## src/rtl/adc_host_pkg.sv

```systemverilog
package adc_host_pkg;

  typedef enum logic [2:0] {
    ST_IDLE,
    ST_WAKE,
    ST_CNV_LO,
    ST_CNV_WAIT,
    ST_RD_HI,
    ST_GAP,
    ST_RD_LO,
    ST_RECOVER
  } state_e;

  // Round a time in ns up to whole clock cycles, at least one.
  function automatic int unsigned ns2cyc(longint unsigned ns, longint unsigned hz);
    longint unsigned c;
    c = (ns * hz + 64'd999_999_999) / 64'd1_000_000_000;
    if (c == 0) c = 1;
    return int'(c);
  endfunction

  function automatic int unsigned umax(int unsigned a, int unsigned b);
    return (a > b) ? a : b;
  endfunction

endpackage

```

## src/rtl/adc_host_dcnt.sv

```systemverilog
module adc_host_dcnt #(
  parameter int unsigned W = 8
) (
  input  logic         clk_i,
  input  logic         rst_ni,
  input  logic         load_i,
  input  logic [W-1:0] val_i,
  output logic         zero_o
);
  logic [W-1:0] cnt_q;

  always_ff @(posedge clk_i or negedge rst_ni) begin
    if (!rst_ni)          cnt_q <= '0;
    else if (load_i)      cnt_q <= val_i;
    else if (cnt_q != '0) cnt_q <= cnt_q - 1'b1;
  end

  assign zero_o = (cnt_q == '0);
endmodule

```

## src/rtl/adc_host_sync.sv

```systemverilog
module adc_host_sync #(
  parameter int unsigned STAGES = 2
) (
  input  logic clk_i,
  input  logic rst_ni,
  input  logic d_i,
  output logic q_o
);
  if (STAGES == 0) begin : g_bypass
    assign q_o = d_i;
  end else begin : g_chain
    logic [STAGES-1:0] sr_q;
    always_ff @(posedge clk_i or negedge rst_ni) begin
      if (!rst_ni) sr_q <= '0;
      else begin
        sr_q[0] <= d_i;
        for (int i = 1; i < int'(STAGES); i++) sr_q[i] <= sr_q[i-1];
      end
    end
    assign q_o = sr_q[STAGES-1];
  end
endmodule

```

## src/rtl/adc_host_rate.sv

```systemverilog
module adc_host_rate #(
  parameter int unsigned PERIOD = 2500
) (
  input  logic clk_i,
  input  logic rst_ni,
  input  logic en_i,
  output logic tick_o
);
  localparam int unsigned W = (PERIOD > 1) ? $clog2(PERIOD) : 1;
  localparam logic [W-1:0] LAST = W'(PERIOD - 1);

  logic [W-1:0] cnt_q;

  always_ff @(posedge clk_i or negedge rst_ni) begin
    if (!rst_ni)            cnt_q <= '0;
    else if (!en_i)         cnt_q <= '0;
    else if (cnt_q == LAST) cnt_q <= '0;
    else                    cnt_q <= cnt_q + 1'b1;
  end

  assign tick_o = en_i && (cnt_q == LAST);
endmodule

```

## src/rtl/adc_host_pack.sv

```systemverilog
module adc_host_pack #(
  parameter int unsigned DATA_W = 8,
  parameter int unsigned RES_W  = 10
) (
  input  logic              clk_i,
  input  logic              rst_ni,
  input  logic [DATA_W-1:0] data_i,
  input  logic              cap_hi_i,
  input  logic              cap_lo_i,
  input  logic              done_i,
  output logic [RES_W-1:0]  sample_o,
  output logic              valid_o
);
  localparam int unsigned LO_W = RES_W - DATA_W;

  logic [DATA_W-1:0] hi_q;
  logic [RES_W-1:0]  word_q;
  logic              valid_q;
  logic              unused_lo;

  // only the top LO_W bits of the second byte carry result bits
  assign unused_lo = ^data_i[DATA_W-LO_W-1:0];

  always_ff @(posedge clk_i or negedge rst_ni) begin
    if (!rst_ni) begin
      hi_q    <= '0;
      word_q  <= '0;
      valid_q <= 1'b0;
    end else begin
      if (cap_hi_i) hi_q   <= data_i;
      if (cap_lo_i) word_q <= {hi_q, data_i[DATA_W-1 -: LO_W]};
      valid_q <= done_i;
    end
  end

  assign sample_o = word_q;
  assign valid_o  = valid_q;
endmodule

```

## src/rtl/adc_host_ctrl.sv

```systemverilog
module adc_host_ctrl
  import adc_host_pkg::*;
#(
  parameter int unsigned CLK_HZ       = 250_000_000,
  parameter int unsigned SAMPLE_HZ    = 100_000,
  parameter int unsigned WAKE_NS      = 1500,
  parameter int unsigned CONVST_LO_NS = 20,
  parameter int unsigned ACCESS_NS    = 10,
  parameter int unsigned READ_GAP_NS  = 10,
  parameter int unsigned RECOVER_NS   = 50,
  parameter int unsigned TIMEOUT_NS   = 3000,
  parameter int unsigned SYNC_STAGES  = 2,
  parameter int unsigned DATA_W       = 8,
  parameter int unsigned RES_W        = 10
) (
  input  logic              clk_i,
  input  logic              rst_ni,
  input  logic              pwr_down_mode_i,
  input  logic              auto_en_i,
  input  logic              sample_req_i,
  input  logic              busy_i,
  input  logic [DATA_W-1:0] data_i,
  output logic              convst_o,
  output logic              cs_no,
  output logic              rd_no,
  output logic [RES_W-1:0]  sample_o,
  output logic              sample_valid_o,
  output logic              timeout_o
);
  localparam int unsigned WAKE_C = ns2cyc(WAKE_NS, CLK_HZ);
  localparam int unsigned LO_C   = ns2cyc(CONVST_LO_NS, CLK_HZ);
  localparam int unsigned ACC_C  = ns2cyc(ACCESS_NS, CLK_HZ) + 1;
  localparam int unsigned GAP_C  = ns2cyc(READ_GAP_NS, CLK_HZ);
  localparam int unsigned REC_C  = ns2cyc(RECOVER_NS, CLK_HZ);
  localparam int unsigned TMO_C  = ns2cyc(TIMEOUT_NS, CLK_HZ);
  localparam int unsigned RATE_C = CLK_HZ / SAMPLE_HZ;
  localparam int unsigned PH_MAX = umax(umax(WAKE_C, LO_C), umax(umax(ACC_C, GAP_C), REC_C));
  localparam int unsigned PH_W   = $clog2(PH_MAX + 1);
  localparam int unsigned TMO_W  = $clog2(TMO_C + 1);

  state_e            state_q, state_d;
  logic              mode_pd_q, awake_q, seen_q, tmo_q;
  logic              busy_s, tick, start;
  logic              ph_load, ph_zero, tmo_load, tmo_zero;
  logic [PH_W-1:0]   ph_val;
  logic              cap_hi, cap_lo, done, tmo_hit, conv_end;

  adc_host_sync #(.STAGES(SYNC_STAGES)) u_busy_sync (
    .clk_i (clk_i), .rst_ni(rst_ni), .d_i(busy_i), .q_o(busy_s)
  );

  adc_host_rate #(.PERIOD(RATE_C)) u_rate (
    .clk_i (clk_i), .rst_ni(rst_ni), .en_i(auto_en_i), .tick_o(tick)
  );

  adc_host_dcnt #(.W(PH_W)) u_phase (
    .clk_i (clk_i), .rst_ni(rst_ni), .load_i(ph_load), .val_i(ph_val), .zero_o(ph_zero)
  );

  adc_host_dcnt #(.W(TMO_W)) u_tmo (
    .clk_i (clk_i), .rst_ni(rst_ni), .load_i(tmo_load),
    .val_i (TMO_W'(TMO_C - 1)), .zero_o(tmo_zero)
  );

  adc_host_pack #(.DATA_W(DATA_W), .RES_W(RES_W)) u_pack (
    .clk_i   (clk_i), .rst_ni(rst_ni), .data_i(data_i),
    .cap_hi_i(cap_hi), .cap_lo_i(cap_lo), .done_i(done),
    .sample_o(sample_o), .valid_o(sample_valid_o)
  );

  assign start = sample_req_i | tick;

  always_comb begin
    state_d  = state_q;
    ph_load  = 1'b0;
    ph_val   = '0;
    tmo_load = 1'b0;
    cap_hi   = 1'b0;
    cap_lo   = 1'b0;
    done     = 1'b0;
    tmo_hit  = 1'b0;
    conv_end = 1'b0;
    unique case (state_q)
      ST_IDLE: if (start) begin
        if (pwr_down_mode_i || !awake_q) begin
          state_d = ST_WAKE;
          ph_load = 1'b1;
          ph_val  = PH_W'(WAKE_C - 1);
        end else begin
          state_d  = ST_CNV_LO;
          ph_load  = 1'b1;
          ph_val   = PH_W'(LO_C - 1);
          tmo_load = 1'b1;
        end
      end
      ST_WAKE: if (ph_zero) begin
        state_d  = ST_CNV_LO;
        ph_load  = 1'b1;
        ph_val   = PH_W'(LO_C - 1);
        tmo_load = 1'b1;
      end
      ST_CNV_LO: if (ph_zero) state_d = ST_CNV_WAIT;
      ST_CNV_WAIT: begin
        if (seen_q && !busy_s) begin
          state_d  = ST_RD_HI;
          ph_load  = 1'b1;
          ph_val   = PH_W'(ACC_C - 1);
          conv_end = 1'b1;
        end else if (tmo_zero) begin
          state_d  = ST_IDLE;
          tmo_hit  = 1'b1;
          conv_end = 1'b1;
        end
      end
      ST_RD_HI: if (ph_zero) begin
        state_d = ST_GAP;
        ph_load = 1'b1;
        ph_val  = PH_W'(GAP_C - 1);
        cap_hi  = 1'b1;
      end
      ST_GAP: if (ph_zero) begin
        state_d = ST_RD_LO;
        ph_load = 1'b1;
        ph_val  = PH_W'(ACC_C - 1);
      end
      ST_RD_LO: if (ph_zero) begin
        state_d = ST_RECOVER;
        ph_load = 1'b1;
        ph_val  = PH_W'(REC_C - 1);
        cap_lo  = 1'b1;
      end
      ST_RECOVER: if (ph_zero) begin
        state_d = ST_IDLE;
        done    = 1'b1;
      end
      default: state_d = ST_IDLE;
    endcase
  end

  always_ff @(posedge clk_i or negedge rst_ni) begin
    if (!rst_ni) begin
      state_q   <= ST_IDLE;
      mode_pd_q <= 1'b1;
      awake_q   <= 1'b0;
      seen_q    <= 1'b0;
      tmo_q     <= 1'b0;
    end else begin
      state_q <= state_d;
      tmo_q   <= tmo_hit;
      if (state_q == ST_IDLE && start) mode_pd_q <= pwr_down_mode_i;
      // convst level at conversion end decides whether the converter stays up
      if (conv_end) awake_q <= !mode_pd_q;
      if (state_q == ST_CNV_LO || state_q == ST_CNV_WAIT) seen_q <= seen_q | busy_s;
      else                                                 seen_q <= 1'b0;
    end
  end

  always_comb begin
    unique case (state_q)
      ST_WAKE:     convst_o = 1'b1;
      ST_CNV_LO:   convst_o = 1'b0;
      ST_CNV_WAIT: convst_o = !mode_pd_q;
      default:     convst_o = !mode_pd_q && awake_q;
    endcase
  end

  // chip select and read share one edge: zero setup and hold are allowed
  assign rd_no     = !(state_q == ST_RD_HI || state_q == ST_RD_LO);
  assign cs_no     = rd_no;
  assign timeout_o = tmo_q;

endmodule

```

## config.mk

```make
export PLATFORM = sky130hd
export DESIGN_NAME = adc_host_ctrl
export DESIGN_NICKNAME = d
export VERILOG_FILES = /design/src/rtl/adc_host_pkg.sv /design/src/rtl/adc_host_dcnt.sv /design/src/rtl/adc_host_sync.sv /design/src/rtl/adc_host_rate.sv /design/src/rtl/adc_host_pack.sv /design/src/rtl/adc_host_ctrl.sv
export SDC_FILE = /design/constraint.sdc
export NUM_CORES = 1
export LEC_CHECK = 0
export ABC_AREA = 0
export BUFFER_PORTS_ARGS = -buffer_cell sky130_fd_sc_hd__buf_2
export CORE_MARGIN = 1.5
export CORE_UTILIZATION = 43
export CTS_BUF_LIST = sky130_fd_sc_hd__clkbuf_4
export DETAILED_ROUTE_END_ITERATION = 6
export PLACE_DENSITY = 0.6
export SYNTH_ARGS = -nofsm -noshare
export SYNTH_HDL_FRONTEND = slang
export SYNTH_SLANG_ARGS = --single-unit
```

## constraint.sdc

```tcl
create_clock -name clk_i -period 3.6 [get_ports clk_i]
set_input_delay 0.36 -clock clk_i [delete_from_list [all_inputs] [get_ports clk_i]]
set_output_delay 0.36 -clock clk_i [all_outputs]
set_load 0.01 [all_outputs]
```

# After elaboration in Yosys (flattened, before gate mapping)

Cells that the tools add are included.
W data, S select, Z words.

Add/subtract/negate cells: 3
$mul: 0
Divide/modulo/power cells: 0
Magnitude comparators: 0
Equal/unequal tests: 16
Shifts and indexed selects: 0
Multiplexer cells: 42
Bitwise gates (word level): 2
Reduce and logical (&&, ||, !) cells: 20

Operators by type and width:

| kind                    | count |
|---|---|
| $pmux W9 S6             | 1 |
| $mux W9                 | 4 |
| $mux W3                 | 10 |
| $mux W12                | 2 |
| $pmux W3 S8             | 1 |
| $mux W10                | 2 |
| $mux W1                 | 14 |
| $ne A2 B2 Y1 const B    | 7 |
| $add A12 B1 Y12 const B | 1 |
| $eq A12 B12 Y1 const B  | 1 |
| $eq A3 B3 Y1 const B    | 4 |
| $logic_not A10 Y1       | 1 |
| $reduce_bool A10 Y1     | 1 |
| $sub A10 B1 Y10 const B | 1 |
| $logic_not A9 Y1        | 1 |
| $reduce_bool A9 Y1      | 1 |
| $sub A9 B1 Y9 const B   | 1 |
| $mux W2                 | 4 |
| $reduce_and A8 Y1       | 1 |
| $eq A3 B2 Y1 const B    | 2 |
| $pmux W1 S3             | 2 |
| $logic_and A1 B1 Y1     | 4 |
| $logic_not A1 Y1        | 4 |
| $mux W4                 | 1 |
| 8 further kinds         | 12 |

Flip-flop bits (word level): 59
Latch bits: 0
RAM bits: 0
Bits in read-only memories: 0
Bits of input ports: 14
Output and inout port bits: 15
Logic and storage cells: 95
Memories kept: 0

# Longest topological paths before layout

Depth in word-level cells: 6
Gate-level depth with buffers: 8
Gate-level depth less buffers: 7

# Cells and area by module

A second synthesis with hierarchy kept.

Cell total of the unflattened synthesis: 291
Area, all modules: 3140.5 µm²

By module, submodules not included:

| module                  | times used | cells each | area an instance (µm²) | sequential area each (µm²) |
|---|---|---|---|---|
| adc_host_pack           | 1          | 39         | 768.2                  | 475.5 |
| adc_host_rate           | 1          | 61         | 625.6                  | 300.3 |
| adc_host_dcnt (u_tmo)   | 1          | 67         | 594.3                  | 250.2 |
| adc_host_ctrl           | 1          | 65         | 568.0                  | 176.4 |
| adc_host_dcnt (u_phase) | 1          | 57         | 534.3                  | 225.2 |
| adc_host_sync           | 1          | 2          | 50.0                   | 50.0 |

# Worst setup path after synthesis

Ideal clock, no wire load.

Kind: reg2reg
Start: register u_phase.cnt_q[0]
End: register u_pack.word_q[0] (netlist: u_pack.sample_o[0])
Setup time: 0.125 ns
Arrival: 1.911 ns
Required time: 3.475 ns
Path slack: 1.564 ns
Stages on the path, launching flop included: 8
Buffers on the path: 1
Period minus slack after synthesis: 2.036 ns
Cells stage by stage: dfrtp_1 inv_1 ha_1 or4b_4 nor3_4 nand3_2 buf_6 mux2_4

Longest elaborated chain between the ends: 3

RTL lines:

| element                  | line                 | RTL |
|---|---|---|
| start: declaration       | adc_host_dcnt.sv:10  | `logic [W-1:0] cnt_q;` |
| start signal: assignment | adc_host_dcnt.sv:14  | `else if (load_i) cnt_q <= val_i;` |
| start signal: assignment | adc_host_dcnt.sv:15  | `else if (cnt_q != '0) cnt_q <= cnt_q - 1'b1;` |
| $logic_not A9 Y1         | adc_host_dcnt.sv:18  | `assign zero_o = (cnt_q == '0);` |
| $mux W1                  | adc_host_ctrl.sv:126 | `ST_RD_LO: if (ph_zero) begin` |
| $mux W1                  | adc_host_ctrl.sv:83  | `unique case (state_q)` |
| end signal: assignment   | adc_host_pack.sv:31  | `if (cap_lo_i) word_q <= {hi_q, data_i[DATA_W-1 -: LO_W]};` |
| end: declaration         | adc_host_pack.sv:17  | `logic [RES_W-1:0] word_q;` |

No other way between the ends.
A chain may end at the register's enable or synchronous reset.

# Final worst setup path

Start: register u_phase.cnt_q[0]
End: register u_pack.hi_q[0]

Longest elaborated chain between the ends: 3

RTL lines:

| element                | line                 | RTL |
|---|---|---|
| $logic_not A9 Y1       | adc_host_dcnt.sv:18  |  |
| $mux W1                | adc_host_ctrl.sv:115 | `ST_RD_HI: if (ph_zero) begin` |
| $mux W1                | adc_host_ctrl.sv:83  |  |
| end signal: assignment | adc_host_pack.sv:30  | `if (cap_hi_i) hi_q <= data_i;` |
| end: declaration       | adc_host_pack.sv:16  | `logic [DATA_W-1:0] hi_q;` |

No other way between the ends.

==> impl_metrics.toml <==
[worst_setup_path]
critPathKind = "reg2reg"
worstSetupStartpointType = "flip-flop"
cpPeakStageDelay_ps = 490
cp.required_ps = 3880
slowest_stage = "nor3_4"
cp_max_fo = 13
worstPathCellList = "inv_1 > ha_1 > nor3b_1 > nand3_1 > nor3_4 > mux2_2"
cp.arrival_ps = 2830
end_kind = "flip-flop"

[global_route]
grt.met2_usage = 0.2439
first_global_vias = 2010
met3_usage = 0.03502
grt_max_degree = 39
antenna_found_initial = 0
grt_util_met1 = 0.2393
grt_pass1_wl_mm = 9.508
grtUsageTotal = 0.1681
overflow = 0
busiest_layer = "met2"

[route]
vias = 2037
wirelength_mm = 5.336
dr.pass1.iters = 6
final_antenna_net_count = 0
drtIter0Drc = 72
routedWlPerCell_um = 13.97
drc = 1
via_per_inst = 5.332

[timing]
layout_min_cycle_time_ps = 2552
timing.fmax_mhz = 391.9
max_slew.worst_pin.slew_ps = 823.7
rsz0062_at_grt = "false"
layout_setup_ws_ps = 1048
setup_viol = 0
maxSlewViolCount = 0
tns_ps = 0
fin_crit_sh = 0.7088
slew_headroom = 0.4508
finClkSkew_ps = 11.80
hold_viol_final = 0
finalHoldWorstSlack_ps = 63.82

[hold_path]
hp-class = "in2async"

[logic_synthesis]
synth_cell_types = 50
synth-seq-cells = 59
synth_top_area_cell = "dfrtp_1"
yosys_warnings = 0
synthTopCellsByArea = "dfrtp_1 50%, mux2_4 4.6%, nor2_1 4.6%"
avgSynthCellArea_um2 = 10.78
syn_area_um2 = 2910
synth_nets = 288
netlist_instances = 270
synth_top_area_share = 0.4987
yosysSeqAreaShare = 0.5077
synthArstFlopShare = 1.000
synthFlopType = "dfrtp_1"
synth_edf_count = 0

[pwr]
p_leak_nw = 1.521
peakVddDrop_uv = 298.5
total_power_mw = 2.085
power_density_nw_per_um2 = 646.4

[die]
core.rowCount = 29
die_h_um = 85.27
initial_utilization = 0.4506
die_x_um = 85.27
die-area_um2 = 7271
coreArea_um2 = 6459
top_level_ports = 29

[status]
status = "finished, violations left"
violations = "design-rule violations"

[cts]
htreeDepth = 3
postCtsResizedCells = 0
cts_buffers = 9
clock_latency_ps = 390
cts_setup_buffers = 0
cts-root-buf = "clkbuf_4"
ctsHoldBuffers = 0
max-clock-path-buffers = 2
cts.sinks = 59
cts_tree = "yes"
clk_pin_slew_ps = 90

[finish]
fin_cells = 382
drive_gt1_frac = 0.2492
final_common_cell = "dfrtp_1"
fin_nets = 320
layout_common_cells = "58 x dfrtp_1, 36 x nor2_1, 28 x buf_2"
antennaDiodeCount = 0
syn_to_final_growth_pct = 10.83

[place]
dp_hpwl_mm = 3.768
io_buffer_count = 28
dpl_worst_slack_ps = 1047
gp_congestion = 0.8453
dp.cells = 368

[run]
drv_cap = 0
-- sequential cells by signal, indices dropped and copies added (netlist names) --
register                  count
u_pack.hi_q                   8
u_rate.cnt_q                 12
state_q                       3
u_busy_sync.g_chain.sr_q      2
u_pack.sample_o              10
awake_q                       1
timeout_o                     1
u_pack.valid_o                1
u_phase.cnt_q                 9
mode_pd_q                     1
u_tmo.cnt_q                  10
seen_q                        1
-- critical path, delay by kind of cell, from the launching register on --
kind	cells	cell delay [ps]
adders and majority gates	1	190
and+or+nand+nor	3	1350
DFF	1	420
muxes	1	380
buffers and inverters	1	90
-- area by class of cell --
cell class                      count  area (µm²)
Inverter                            8       30.03
Clock buffer                        9       67.56
Clock inverter                      5       46.29
Timing Repair Buffer               29       147.6
Sequential cell                    59        1478
Multi-Input combinational cell    195        1360
Fill cell                         599        3233
Tap cell                           77       96.34
-- synth_stat cells, types with 3 or more instances --
cell type	count
mux2_4	9
and3_1	4
and2_1	3
mux2_2	10
inv_1	8
nand2_1	25
nand3_1	10
nor3_1	4
dfrtp_1	58
nor2_1	36
nor3b_1	3
nor2b_1	6
nor4_1	3
clkbuf_1	5
a21oi_1	9
o21ai_0	6
xor2_1	9
ha_1	4
xnor2_1	11
and4bb_2	3
or3_1	3
nand2b_1	4
-- power by group --
| group | internal (mW) | leakage, nW | switching (mW) |
|---|---|---|---|
| sequential | 0.823 | 0.757 | 0.185 |
| clock | 0.196 | 0.0642 | 0.223 |
| combinational | 0.317 | 0.700 | 0.340 |
-- final timing paths --
path | from | endpoint | slack [ps] | cells past startpoint
min reg2reg | u_busy_sync.g_chain.sr_q[0]$_DFF_PN0_ | u_busy_sync.g_chain.sr_q[1]$_DFF_PN0_ | 360 | 0
max reg2reg | u_phase.cnt_q[0]$_DFFE_PN0P_ | u_pack.hi_q[0]$_DFFE_PN0P_ | 1050 | 6
max | u_phase.cnt_q[0]$_DFFE_PN0P_ | u_pack.hi_q[0]$_DFFE_PN0P_ | 1050 | 6
max in group asynchronous | rst_ni | u_rate.cnt_q[7]$_DFF_PN0_ | 2750 | 2
min | rst_ni | u_phase.cnt_q[8]$_DFFE_PN0P_ | 60 | 1
min in group clk_i | busy_i | u_busy_sync.g_chain.sr_q[0]$_DFF_PN0_ | 80 | 1
-- layer usage --
metal	part of all wire	wire [µm]
met1	0.52	2800
met2	0.42	2241
met3	0.034	184
met4	0.020	109
met5	0	0
-- cell families after synthesis --
family,synth area share
compound gates,0.07524
xor+xnor,0.06019
fa+ha+maj,0.01720
buf+inv,0.02494
flops,0.5077
mux,0.08857
simple gates,0.2261
-- per-stage QoR --
stage	cell area (µm²)	util
after detailed placement	3112	0.4818
after global routing	3226	0.4994
after CTS	3226	0.4994
after global placement	3112	0.4818
after floorplan	2910	-
final	3226	0.4994
Power figures use the tool's default switching activity.
